## src/rtl/asram_pkg.sv

```systemverilog
package asram_pkg;

  typedef enum logic [2:0] {
    ST_IDLE,
    ST_TURN,
    ST_READ,
    ST_WSETUP,
    ST_WPULSE
  } state_e;

  typedef struct packed {
    logic cs_n;
    logic oe_n;
    logic we_n;
    logic dq_oe;
  } strobe_t;

  localparam strobe_t STROBE_IDLE = '{cs_n: 1'b1, oe_n: 1'b1, we_n: 1'b1, dq_oe: 1'b0};

  function automatic strobe_t strobes_for(state_e s);
    strobe_t r;
    r = STROBE_IDLE;
    case (s)
      ST_READ: begin
        r.cs_n = 1'b0;
        r.oe_n = 1'b0;
      end
      ST_WSETUP: begin
        r.cs_n  = 1'b0;
        r.dq_oe = 1'b1;
      end
      ST_WPULSE: begin
        r.cs_n  = 1'b0;
        r.we_n  = 1'b0;
        r.dq_oe = 1'b1;
      end
      default: r = STROBE_IDLE;
    endcase
    return r;
  endfunction

endpackage

```

## src/rtl/asram_timer.sv

```systemverilog
module asram_timer #(
  parameter int W = 4
) (
  input  logic         clk,
  input  logic         rst,
  input  logic         load,
  input  logic [W-1:0] load_val,
  output logic         done
);
  logic [W-1:0] count_q;

  always_ff @(posedge clk) begin
    if (rst) begin
      count_q <= '0;
    end else if (load) begin
      count_q <= load_val;
    end else if (count_q != '0) begin
      count_q <= count_q - 1'b1;
    end
  end

  assign done = (count_q == '0);
endmodule

```

## src/rtl/asram_rdcap.sv

```systemverilog
module asram_rdcap #(
  parameter int W = 8
) (
  input  logic         clk,
  input  logic         rst,
  input  logic         capture,
  input  logic [W-1:0] din,
  output logic [W-1:0] dout,
  output logic         valid
);
  always_ff @(posedge clk) begin
    if (rst) begin
      dout  <= '0;
      valid <= 1'b0;
    end else begin
      valid <= capture;
      if (capture) dout <= din;
    end
  end
endmodule

```

## src/rtl/asram_ctrl.sv

```systemverilog
module asram_ctrl
  import asram_pkg::*;
#(
  parameter int ADDR_W            = 19,
  parameter int DATA_W            = 8,
  parameter int READ_CYCLES       = 5,
  parameter int WE_PULSE_CYCLES   = 4,
  parameter int DATA_SETUP_CYCLES = 1,
  parameter int TURNAROUND_CYCLES = 2
) (
  input  logic              clk,
  input  logic              rst,
  input  logic              req_valid,
  output logic              req_ready,
  input  logic              req_write,
  input  logic [ADDR_W-1:0] req_addr,
  input  logic [DATA_W-1:0] req_wdata,
  output logic              rsp_valid,
  output logic [DATA_W-1:0] rsp_rdata,
  output logic [ADDR_W-1:0] ram_addr,
  output logic              ram_cs_n,
  output logic              ram_oe_n,
  output logic              ram_we_n,
  output logic [DATA_W-1:0] ram_dq_out,
  output logic              ram_dq_oe,
  input  logic [DATA_W-1:0] ram_dq_in
);
  localparam int MAX_A  = (READ_CYCLES > WE_PULSE_CYCLES) ? READ_CYCLES : WE_PULSE_CYCLES;
  localparam int MAX_B  = (DATA_SETUP_CYCLES > TURNAROUND_CYCLES) ? DATA_SETUP_CYCLES : TURNAROUND_CYCLES;
  localparam int MAXC   = (MAX_A > MAX_B) ? MAX_A : MAX_B;
  localparam int CNT_W  = $clog2(MAXC + 2) + 1;
  localparam logic [CNT_W-1:0] LD_READ  = CNT_W'(READ_CYCLES - 1);
  localparam logic [CNT_W-1:0] LD_PULSE = CNT_W'(WE_PULSE_CYCLES - 1);
  localparam logic [CNT_W-1:0] LD_SETUP = CNT_W'(DATA_SETUP_CYCLES - 1);
  localparam logic [CNT_W-1:0] LD_TURN  = CNT_W'(TURNAROUND_CYCLES - 1);

  state_e            state_q, state_d;
  strobe_t           strb_q;
  logic              tmr_load, tmr_done;
  logic [CNT_W-1:0]  tmr_val;
  logic              accept, capture;
  logic              read_since_write_q;
  logic [ADDR_W-1:0] addr_q;
  logic [DATA_W-1:0] wdata_q;

  assign req_ready = (state_q == ST_IDLE);
  assign accept    = req_valid && req_ready;
  assign capture   = (state_q == ST_READ) && tmr_done;

  always_comb begin
    state_d  = state_q;
    tmr_load = 1'b0;
    tmr_val  = '0;
    case (state_q)
      ST_IDLE: begin
        if (req_valid) begin
          tmr_load = 1'b1;
          if (!req_write) begin
            state_d = ST_READ;
            tmr_val = LD_READ;
          end else if (read_since_write_q) begin
            state_d = ST_TURN;
            tmr_val = LD_TURN;
          end else begin
            state_d = ST_WSETUP;
            tmr_val = LD_SETUP;
          end
        end
      end
      ST_TURN: if (tmr_done) begin
        state_d  = ST_WSETUP;
        tmr_load = 1'b1;
        tmr_val  = LD_SETUP;
      end
      ST_READ: if (tmr_done) state_d = ST_IDLE;
      ST_WSETUP: if (tmr_done) begin
        state_d  = ST_WPULSE;
        tmr_load = 1'b1;
        tmr_val  = LD_PULSE;
      end
      ST_WPULSE: if (tmr_done) state_d = ST_IDLE;
      default: state_d = ST_IDLE;
    endcase
  end

  always_ff @(posedge clk) begin
    if (rst) begin
      state_q            <= ST_IDLE;
      strb_q             <= STROBE_IDLE;
      addr_q             <= '0;
      wdata_q            <= '0;
      read_since_write_q <= 1'b0;
    end else begin
      state_q <= state_d;
      strb_q  <= strobes_for(state_d);
      if (accept) begin
        addr_q             <= req_addr;
        wdata_q            <= req_wdata;
        read_since_write_q <= !req_write;
      end
    end
  end

  asram_timer #(.W(CNT_W)) u_timer (
    .clk      (clk),
    .rst      (rst),
    .load     (tmr_load),
    .load_val (tmr_val),
    .done     (tmr_done)
  );

  asram_rdcap #(.W(DATA_W)) u_rdcap (
    .clk     (clk),
    .rst     (rst),
    .capture (capture),
    .din     (ram_dq_in),
    .dout    (rsp_rdata),
    .valid   (rsp_valid)
  );

  assign ram_addr   = addr_q;
  assign ram_dq_out = wdata_q;
  assign ram_cs_n   = strb_q.cs_n;
  assign ram_oe_n   = strb_q.oe_n;
  assign ram_we_n   = strb_q.we_n;
  assign ram_dq_oe  = strb_q.dq_oe;

  // Run counters that measure strobe phases at the pins for the properties below
  localparam int RUN_W = CNT_W + 1;
  localparam logic [RUN_W-1:0] RUN_MAX = '1;
  logic [RUN_W-1:0] rd_run, we_run, su_run, quiet_run;

  always_ff @(posedge clk) begin
    if (rst) begin
      rd_run    <= '0;
      we_run    <= '0;
      su_run    <= '0;
      quiet_run <= RUN_MAX;
    end else begin
      rd_run    <= !ram_oe_n ? ((rd_run == RUN_MAX) ? rd_run : rd_run + 1'b1) : '0;
      we_run    <= !ram_we_n ? ((we_run == RUN_MAX) ? we_run : we_run + 1'b1) : '0;
      su_run    <= (ram_dq_oe && ram_we_n) ? ((su_run == RUN_MAX) ? su_run : su_run + 1'b1) : '0;
      quiet_run <= !ram_oe_n ? '0 : ((quiet_run == RUN_MAX) ? quiet_run : quiet_run + 1'b1);
    end
  end

  p_busy_after_accept_r2: assert property (@(posedge clk) disable iff (rst)
    (req_valid && req_ready) |=> !req_ready);
  p_ready_only_strobes_high_r2: assert property (@(posedge clk) disable iff (rst)
    req_ready |-> (ram_cs_n && ram_we_n && ram_oe_n));
  p_read_strobe_len_r3: assert property (@(posedge clk) disable iff (rst)
    $rose(ram_oe_n) |-> (rd_run == RUN_W'(READ_CYCLES)));
  p_rsp_after_read_r4: assert property (@(posedge clk) disable iff (rst)
    rsp_valid |-> $rose(ram_oe_n));
  p_rsp_single_r4: assert property (@(posedge clk) disable iff (rst)
    rsp_valid |=> !rsp_valid);
  p_setup_len_r5: assert property (@(posedge clk) disable iff (rst)
    $fell(ram_we_n) |-> (su_run == RUN_W'(DATA_SETUP_CYCLES)));
  p_pulse_len_r6: assert property (@(posedge clk) disable iff (rst)
    $rose(ram_we_n) |-> (we_run == RUN_W'(WE_PULSE_CYCLES)));
  p_pulse_end_r6: assert property (@(posedge clk) disable iff (rst)
    $rose(ram_we_n) |-> (ram_cs_n && !ram_dq_oe));
  p_drive_safe_r7: assert property (@(posedge clk) disable iff (rst)
    ram_dq_oe |-> (!ram_cs_n && ram_oe_n));
  p_we_needs_drive_r7: assert property (@(posedge clk) disable iff (rst)
    !ram_we_n |-> ram_dq_oe);
  p_turn_gap_r8: assert property (@(posedge clk) disable iff (rst)
    $rose(ram_dq_oe) |-> (quiet_run > RUN_W'(TURNAROUND_CYCLES)));
  p_addr_stable_r9: assert property (@(posedge clk) disable iff (rst)
    (!ram_cs_n && !$past(ram_cs_n)) |-> $stable(ram_addr));
  p_wdata_stable_r9: assert property (@(posedge clk) disable iff (rst)
    (ram_dq_oe && $past(ram_dq_oe)) |-> $stable(ram_dq_out));
endmodule

```

## config.mk

```make
export PLATFORM = sky130hd
export DESIGN_NAME = asram_ctrl
export DESIGN_NICKNAME = d
export VERILOG_FILES = /design/src/rtl/asram_pkg.sv /design/src/rtl/asram_timer.sv /design/src/rtl/asram_rdcap.sv /design/src/rtl/asram_ctrl.sv
export SDC_FILE = /design/constraint.sdc
export NUM_CORES = 1
export LEC_CHECK = 0
export BUFFER_PORTS_ARGS = -buffer_cell sky130_fd_sc_hd__buf_2
export CAP_MARGIN = 20
export CORE_UTILIZATION = 31
export CTS_BUF_LIST = sky130_fd_sc_hd__clkbuf_8
export CTS_CLUSTER_DIAMETER = 200
export DETAILED_ROUTE_END_ITERATION = 7
export GPL_TIMING_DRIVEN = 0
export PLACE_DENSITY_LB_ADDON = 0.05
export SLEW_MARGIN = 20
export SYNTH_ARGS = -nofsm -noshare
export SYNTH_HDL_FRONTEND = slang
export SYNTH_HIERARCHICAL = 1
export SYNTH_SLANG_ARGS = --single-unit
export TNS_END_PERCENT = 30
```

## constraint.sdc

```tcl
create_clock -name clk -period 2.4 [get_ports clk]
set_input_delay 0.48 -clock clk [delete_from_list [all_inputs] [get_ports clk]]
set_output_delay 0.48 -clock clk [all_outputs]
set_load 0.02 [all_outputs]
```

## Yosys cells after proc, flatten, opt, wreduce, memory -nomap -nowiden

Cells that the tools add are included.

| storage, ports and cells | value |
|---|---|
| register bits after elaboration | 48 |
| latch bits | 0 |
| memory bits (writable) | 0 |
| ROM bits | 0 |
| bits of input ports | 39 |
| word-level logic and storage cells | 51 |
| memories | 0 |

| operators by class | value |
|---|---|
| add/sub/neg operators | 1 |
| multipliers | 0 |
| divide/modulo/power cells | 0 |
| magnitude comparators | 0 |
| eq/ne operators | 7 |
| shifts and indexed selects | 0 |
| mux-type cells | 21 |
| bitwise gates (word level) | 0 |
| reductions and logical operators | 11 |

Operators by type and width:

| kind | count |
|---|---|
| 3-bit two-way mux | 6 |
| 3-bit by 2-bit equality test with 1-bit output (second input constant) | 4 |
| 3-bit one-hot mux with 4 select lines | 1 |
| 4-bit two-way mux | 2 |
| 1-bit two-way mux | 7 |
| 3-bit equality test (second input constant) | 2 |
| 2-bit two-way mux | 3 |
| 3-bit one-hot mux with 2 select lines | 1 |
| 2-bit OR reduction | 3 |
| 4-bit logical NOT | 1 |
| 4-bit nonzero test | 1 |
| 4-bit by 1-bit subtractor with 4-bit output (second input constant) | 1 |
| 3-bit by 1-bit equality test with 1-bit output (second input constant) | 1 |
| 3-bit logical NOT | 1 |
| 3-bit OR reduction | 1 |
| 1-bit logical AND | 2 |
| 1-bit one-hot mux with 2 select lines | 1 |
| 2-bit nonzero test | 1 |
| 1-bit logical NOT | 1 |

## Logic depth before layout (Yosys ltp)

| logic depth | value |
|---|---|
| depth in word-level cells | 7 |
| gate-level depth with buffers | 8 |
| mapped depth without buffers | 7 |

## Modules after synthesis

The synthesis kept the hierarchy.

Modules (own cells, without submodules):

| module | instances | cells each | area an instance (um^2) | sequential area each (um^2) |
|---|---|---|---|---|
| asram_ctrl | 1 | 168 | 1,385.1 | 700.7 |
| asram_rdcap | 1 | 28 | 312.8 | 180.2 |
| asram_timer | 1 | 24 | 229.0 | 80.1 |

## Worst setup path after synthesis

OpenSTA, ideal clock, no wires.

| path | value |
|---|---|
| path type | register -> register |
| from | reg u_timer.count_q[0] |
| to | reg u_rdcap.dout[0] |
| arrival time | 1,692 ps |
| required time | 2,283 ps |
| slack | 591 ps |
| cell stages (with the launch flop) | 9 |
| buffers on the path | 2 |
| clock period less this slack | 1,809 ps |
| cells stage by stage | dfxtp_1 inv_1 ha_1 nor3b_4 buf_2 nor4b_1 buf_6 mux2i_1 nor2_1 |

| on the way | value |
|---|---|
| word-level cells in the longest chain between the ends | 2 |

Ends and longest elaborated chain:

| item | line | RTL |
|---|---|---|
| start: declaration | asram_timer.sv:10 | `logic [W-1:0] count_q;` |
| start signal: assignment | asram_timer.sv:16 | `count_q <= load_val;` |
| start signal: assignment | asram_timer.sv:18 | `count_q <= count_q - 1'b1;` |
| 4-bit logical NOT | asram_timer.sv:22 | `assign done = (count_q == '0);` |
| via tmr_done | asram_ctrl.sv:39 | `logic tmr_load, tmr_done;` |
| 1-bit logical AND | asram_ctrl.sv:48 | `assign capture = (state_q == ST_READ) && tmr_done;` |
| via capture | asram_ctrl.sv:41 | `logic accept, capture;` |
| end signal: assignment | asram_rdcap.sv:17 | `if (capture) dout <= din;` |
| end: declaration | asram_rdcap.sv:8 | `output logic [W-1:0] dout,` |

The timed path passes the listed nets, and every way through them passes these cells.
A chain may end at the register's enable or synchronous reset.

## Worst setup path in the final report

| path | value |
|---|---|
| from | reg u_timer.count_q[0] |
| to | reg u_timer.count_q[3] |

| on the way | value |
|---|---|
| word-level cells in the longest chain between the ends | 4 |

Ends and longest elaborated chain:

| item | line | RTL |
|---|---|---|
| 4-bit logical NOT * | asram_timer.sv:22 |  |
| via tmr_done | asram_ctrl.sv:39 |  |
| 1-bit two-way mux * | asram_ctrl.sv:70, asram_ctrl.sv:76 |  |
| 1-bit one-hot mux with 2 select lines * | asram_ctrl.sv:54 | `case (state_q)` |
| via tmr_load | asram_ctrl.sv:39 |  |
| 4-bit two-way mux or 2-bit nonzero test (tied branches) | -- |  |

Mark *: on every way through the listed nets, which the timed path passes. The rest lies on a longest branch. The select of a mux whose other input is x is not followed.

==> flow_summary.ini <==
[sta]
tightest_slew_ns = 0.562
skew_ns = 0.00833
setup_violations = 0
relSlewSlack_pct = 62.1
rsz0062_at_grt = no
setup_tns_ns = 0
hold_violations = 0
fmax_mhz = 479
period_minus_slack_ns = 2.09
drv_slew = 0
finalCritPeriodShare_pct = 87.1

[logic_synthesis]
synth.distinct_cells = 43
synthCells = 220
netlist_area_um2 = 1930
async_reset_ff_share_pct = 0
synth_edf_count = 0
synthSimpleGateAreaFrac_pct = 24.1
synth_warnings = 6
synth-xor-area-share_pct = 0.909
ys_seq_elements = 48
synth-compound-area-share_pct = 13.3
synth_top_family_by_area = simple AND/OR/NAND/NOR gates
muxShareOfSynthArea_pct = 4.74
synth_flop_cell = dfxtp_1
ys_seq_area_share_pct = 49.9
syn_area_per_cell_um2 = 8.76
synthAdderAreaFrac_pct = 0.649
syn-num-nets = 260

[worst_setup_path]
crit_path_top_delay_cell = o21ai_0
critPathTopFamily = simple AND/OR/NAND/NOR gates
critPathMaxFanout = 10
rr_worst_depth = 8
path_cells = inv_1 > ha_1 > nor3b_4 > buf_2 > nand2_1 > o21ai_0 > or2_2 > o32ai_1
critical-path-max-stage-delay_ns = 0.46
critical_path_required_ns = 2.57
cp.arrival_ns = 2.26
path_buf_inv = 2
path_depth = 8
path_class = reg -> reg
cp-start-kind = register
end_kind = register

[drt]
wl_per_cell_um = 11.2
drt_iter0_drc = 52
firstDrtPassIters = 4
wl_mm = 4.25
drc = 0
postRouteAntennaNets = 0
via_per_inst = 4.50
vias = 1711

[status]
outcome = finished clean

[power_and_ir_drop]
power_frac_seq_pct = 40.5
cellPowerDensity_nw_per_um2 = 991
combPwrFrac_pct = 37.3
p_leak_uw = 0.00115
p_sw_share_pct = 34.2
p_int_uw = 1640
clkPwrFrac_pct = 22.1
p_sw_uw = 852
peakVddDrop_mv = 0.390

[floorplanning]
coreArea_um2 = 5960
dieArea_um2 = 6540
rows = 28
die_h_um = 80.8
die_w_um = 80.8
ios = 80
initial_core_util_pct = 32.4

[clocking]
clk_pin_slew_ns = 0.08
ctsHoldBuffers = 0
clk_root_buffer_cell = clkbuf_8
post_cts_resized = 0
cts_tree = done
clk-insertion-delay-late_ns = 0.29
cts_buffers = 5
cts_htree_levels = 2
cts_sinks = 48
cts_setup_buffers = 0
cts_buffer_depth = 2

[placed_design]
gp_congestion = 0.712
hpwl_mm = 3.07
port_buffers = 79
numPlacedInstances = 374

[cells_and_area]
synthToLayoutAreaGrowth_pct = 30.5
diodes = 0
stdcell_count = 380
drive_above_1_share_pct = 34.4
nNetsFinal = 346

[job]
maxCapViolCount = 0

[grt]
overflow = 0
antenna_found_initial = 0
grt_pass1_wl_mm = 6.87
grt_max_degree = 14
grt_pass1_vias = 1542
gr-usage-all-layers_pct = 13.6

[worst_hold_path]
hold_depth = 3
hp-class = in -> reg
## cell usage after synthesis (2+ instances only)
library cell | number | area share [%]
a211oi_1 | 2 | 0.78
a21o_1 | 2 | 0.78
a21oi_1 | 30 | 7.8
buf_2 | 5 | 1.3
buf_6 | 4 | 2.3
clkbuf_1 | 4 | 0.78
dfxtp_1 | 48 | 50
inv_1 | 5 | 0.97
mux2i_1 | 8 | 4.2
nand2_1 | 60 | 12
nand3_1 | 2 | 0.52
nor2_1 | 11 | 2.1
nor2b_1 | 5 | 1.6
nor3_1 | 3 | 0.78
o22ai_1 | 2 | 0.65
xnor2_1 | 2 | 0.91
## area by class of cell
class	instances	area, um2
Sequential cell	48	961
Fill cell	649	3440
Timing Repair Buffer	79	395
Inverter	5	18.8
Multi-Input combinational cell	151	846
Clock inverter	1	30.0
Tap cell	75	93.8
Clock buffer	5	68.8
Buffer	16	101
## layer usage
| layer | up-vias | share of wire [%] | routed length, um | GRT usage, % |
|---|---|---|---|---|
| met5 | - | 0 | 0 | 0 |
| met4 | 0 | 0.89 | 38 | 4.82 |
| met3 | 5 | 6.9 | 295 | 3.60 |
| met2 | 52 | 44 | 1880 | 23.0 |
| met1 | 757 | 48 | 2030 | 16.6 |
| li1 | 897 | - | - | - |
## through the flow
| stage | setup WS, ns | utilization (%) | power, uW | cell area (um2) | hold WS, ns |
|---|---|---|---|---|---|
| 3_3_place_gp | 0.219 | 40.6 | 1980 | 2420 | 0.439 |
| 6_report | 0.311 | 42.2 | 2490 | 2510 | 0.413 |
| 5_1_grt | 0.0959 | 42.2 | 2680 | 2510 | 0.411 |
| 2_1_floorplan | 0.591 | - | 1720 | 1930 | 0.491 |
| 3_5_place_dp | 0.314 | 40.6 | 1970 | 2420 | 0.444 |
| 4_1_cts | 0.287 | 42.2 | 2530 | 2510 | 0.407 |
## worst paths after layout
kind	from	to	slack [ns]
setup / recovery	u_timer/count_q[0]	u_timer/count_q[3]	0.31
hold / removal	req_wdata[4]	ram_dq_out[4]	0.41
setup reg to reg	u_timer/count_q[0]	u_timer/count_q[3]	0.31
hold reg to reg	ram_addr[0]	ram_addr[0]	0.45
## power by group through the flow
stage / registers, uW / clock network [uW] / logic (uW)
2_1_floorplan: 1140 / 0 / 580
3_3_place_gp: 1030 / 0 / 951
3_5_place_dp: 1030 / 0 / 946
4_1_cts: 1010 / 574 / 949
5_1_grt: 1030 / 607 / 1040
6_report: 1010 / 551 / 931
## worst min-delay path: stages
cell and delay, ns:
buf_2 0.09, nand2_1 0.04, a21oi_1 0.05
## cells by family after synthesis
| logic type | after synthesis |
|---|---|
| AO/OA/AOI/OAI | 44 |
| XOR/XNOR | 2 |
| adder cells (fa/ha/maj) | 1 |
| buffers and inverters | 21 |
| flip-flops | 48 |
| multiplexers | 9 |
| other | 1 |
| AND/OR/NAND/NOR | 94 |
## state kept, by name (all words and copies together) (netlist names), 3 cells and up
signal / count
ram_addr: 19
ram_dq_out: 8
u_rdcap/dout: 8
u_timer/count_q: 4
state_q: 3
## layout by cell type, fill, tap and decap left out, types with 2 or more instances in the layout
cell type / netlist / layout
a211oi_1: 2 / 2
a21o_1: 2 / 2
a21oi_1: 30 / 30
buf_2: 5 / 84
buf_6: 4 / 4
clkbuf_1: 4 / 4
clkbuf_8: 0 / 5
dfxtp_1: 48 / 48
inv_1: 5 / 5
mux2i_1: 8 / 8
nand2_1: 60 / 60
nand3_1: 2 / 2
nor2_1: 11 / 11
nor2b_1: 5 / 5
nor3_1: 3 / 3
o22ai_1: 2 / 2
xnor2_1: 2 / 2
(Power assumes the default switching activity.)
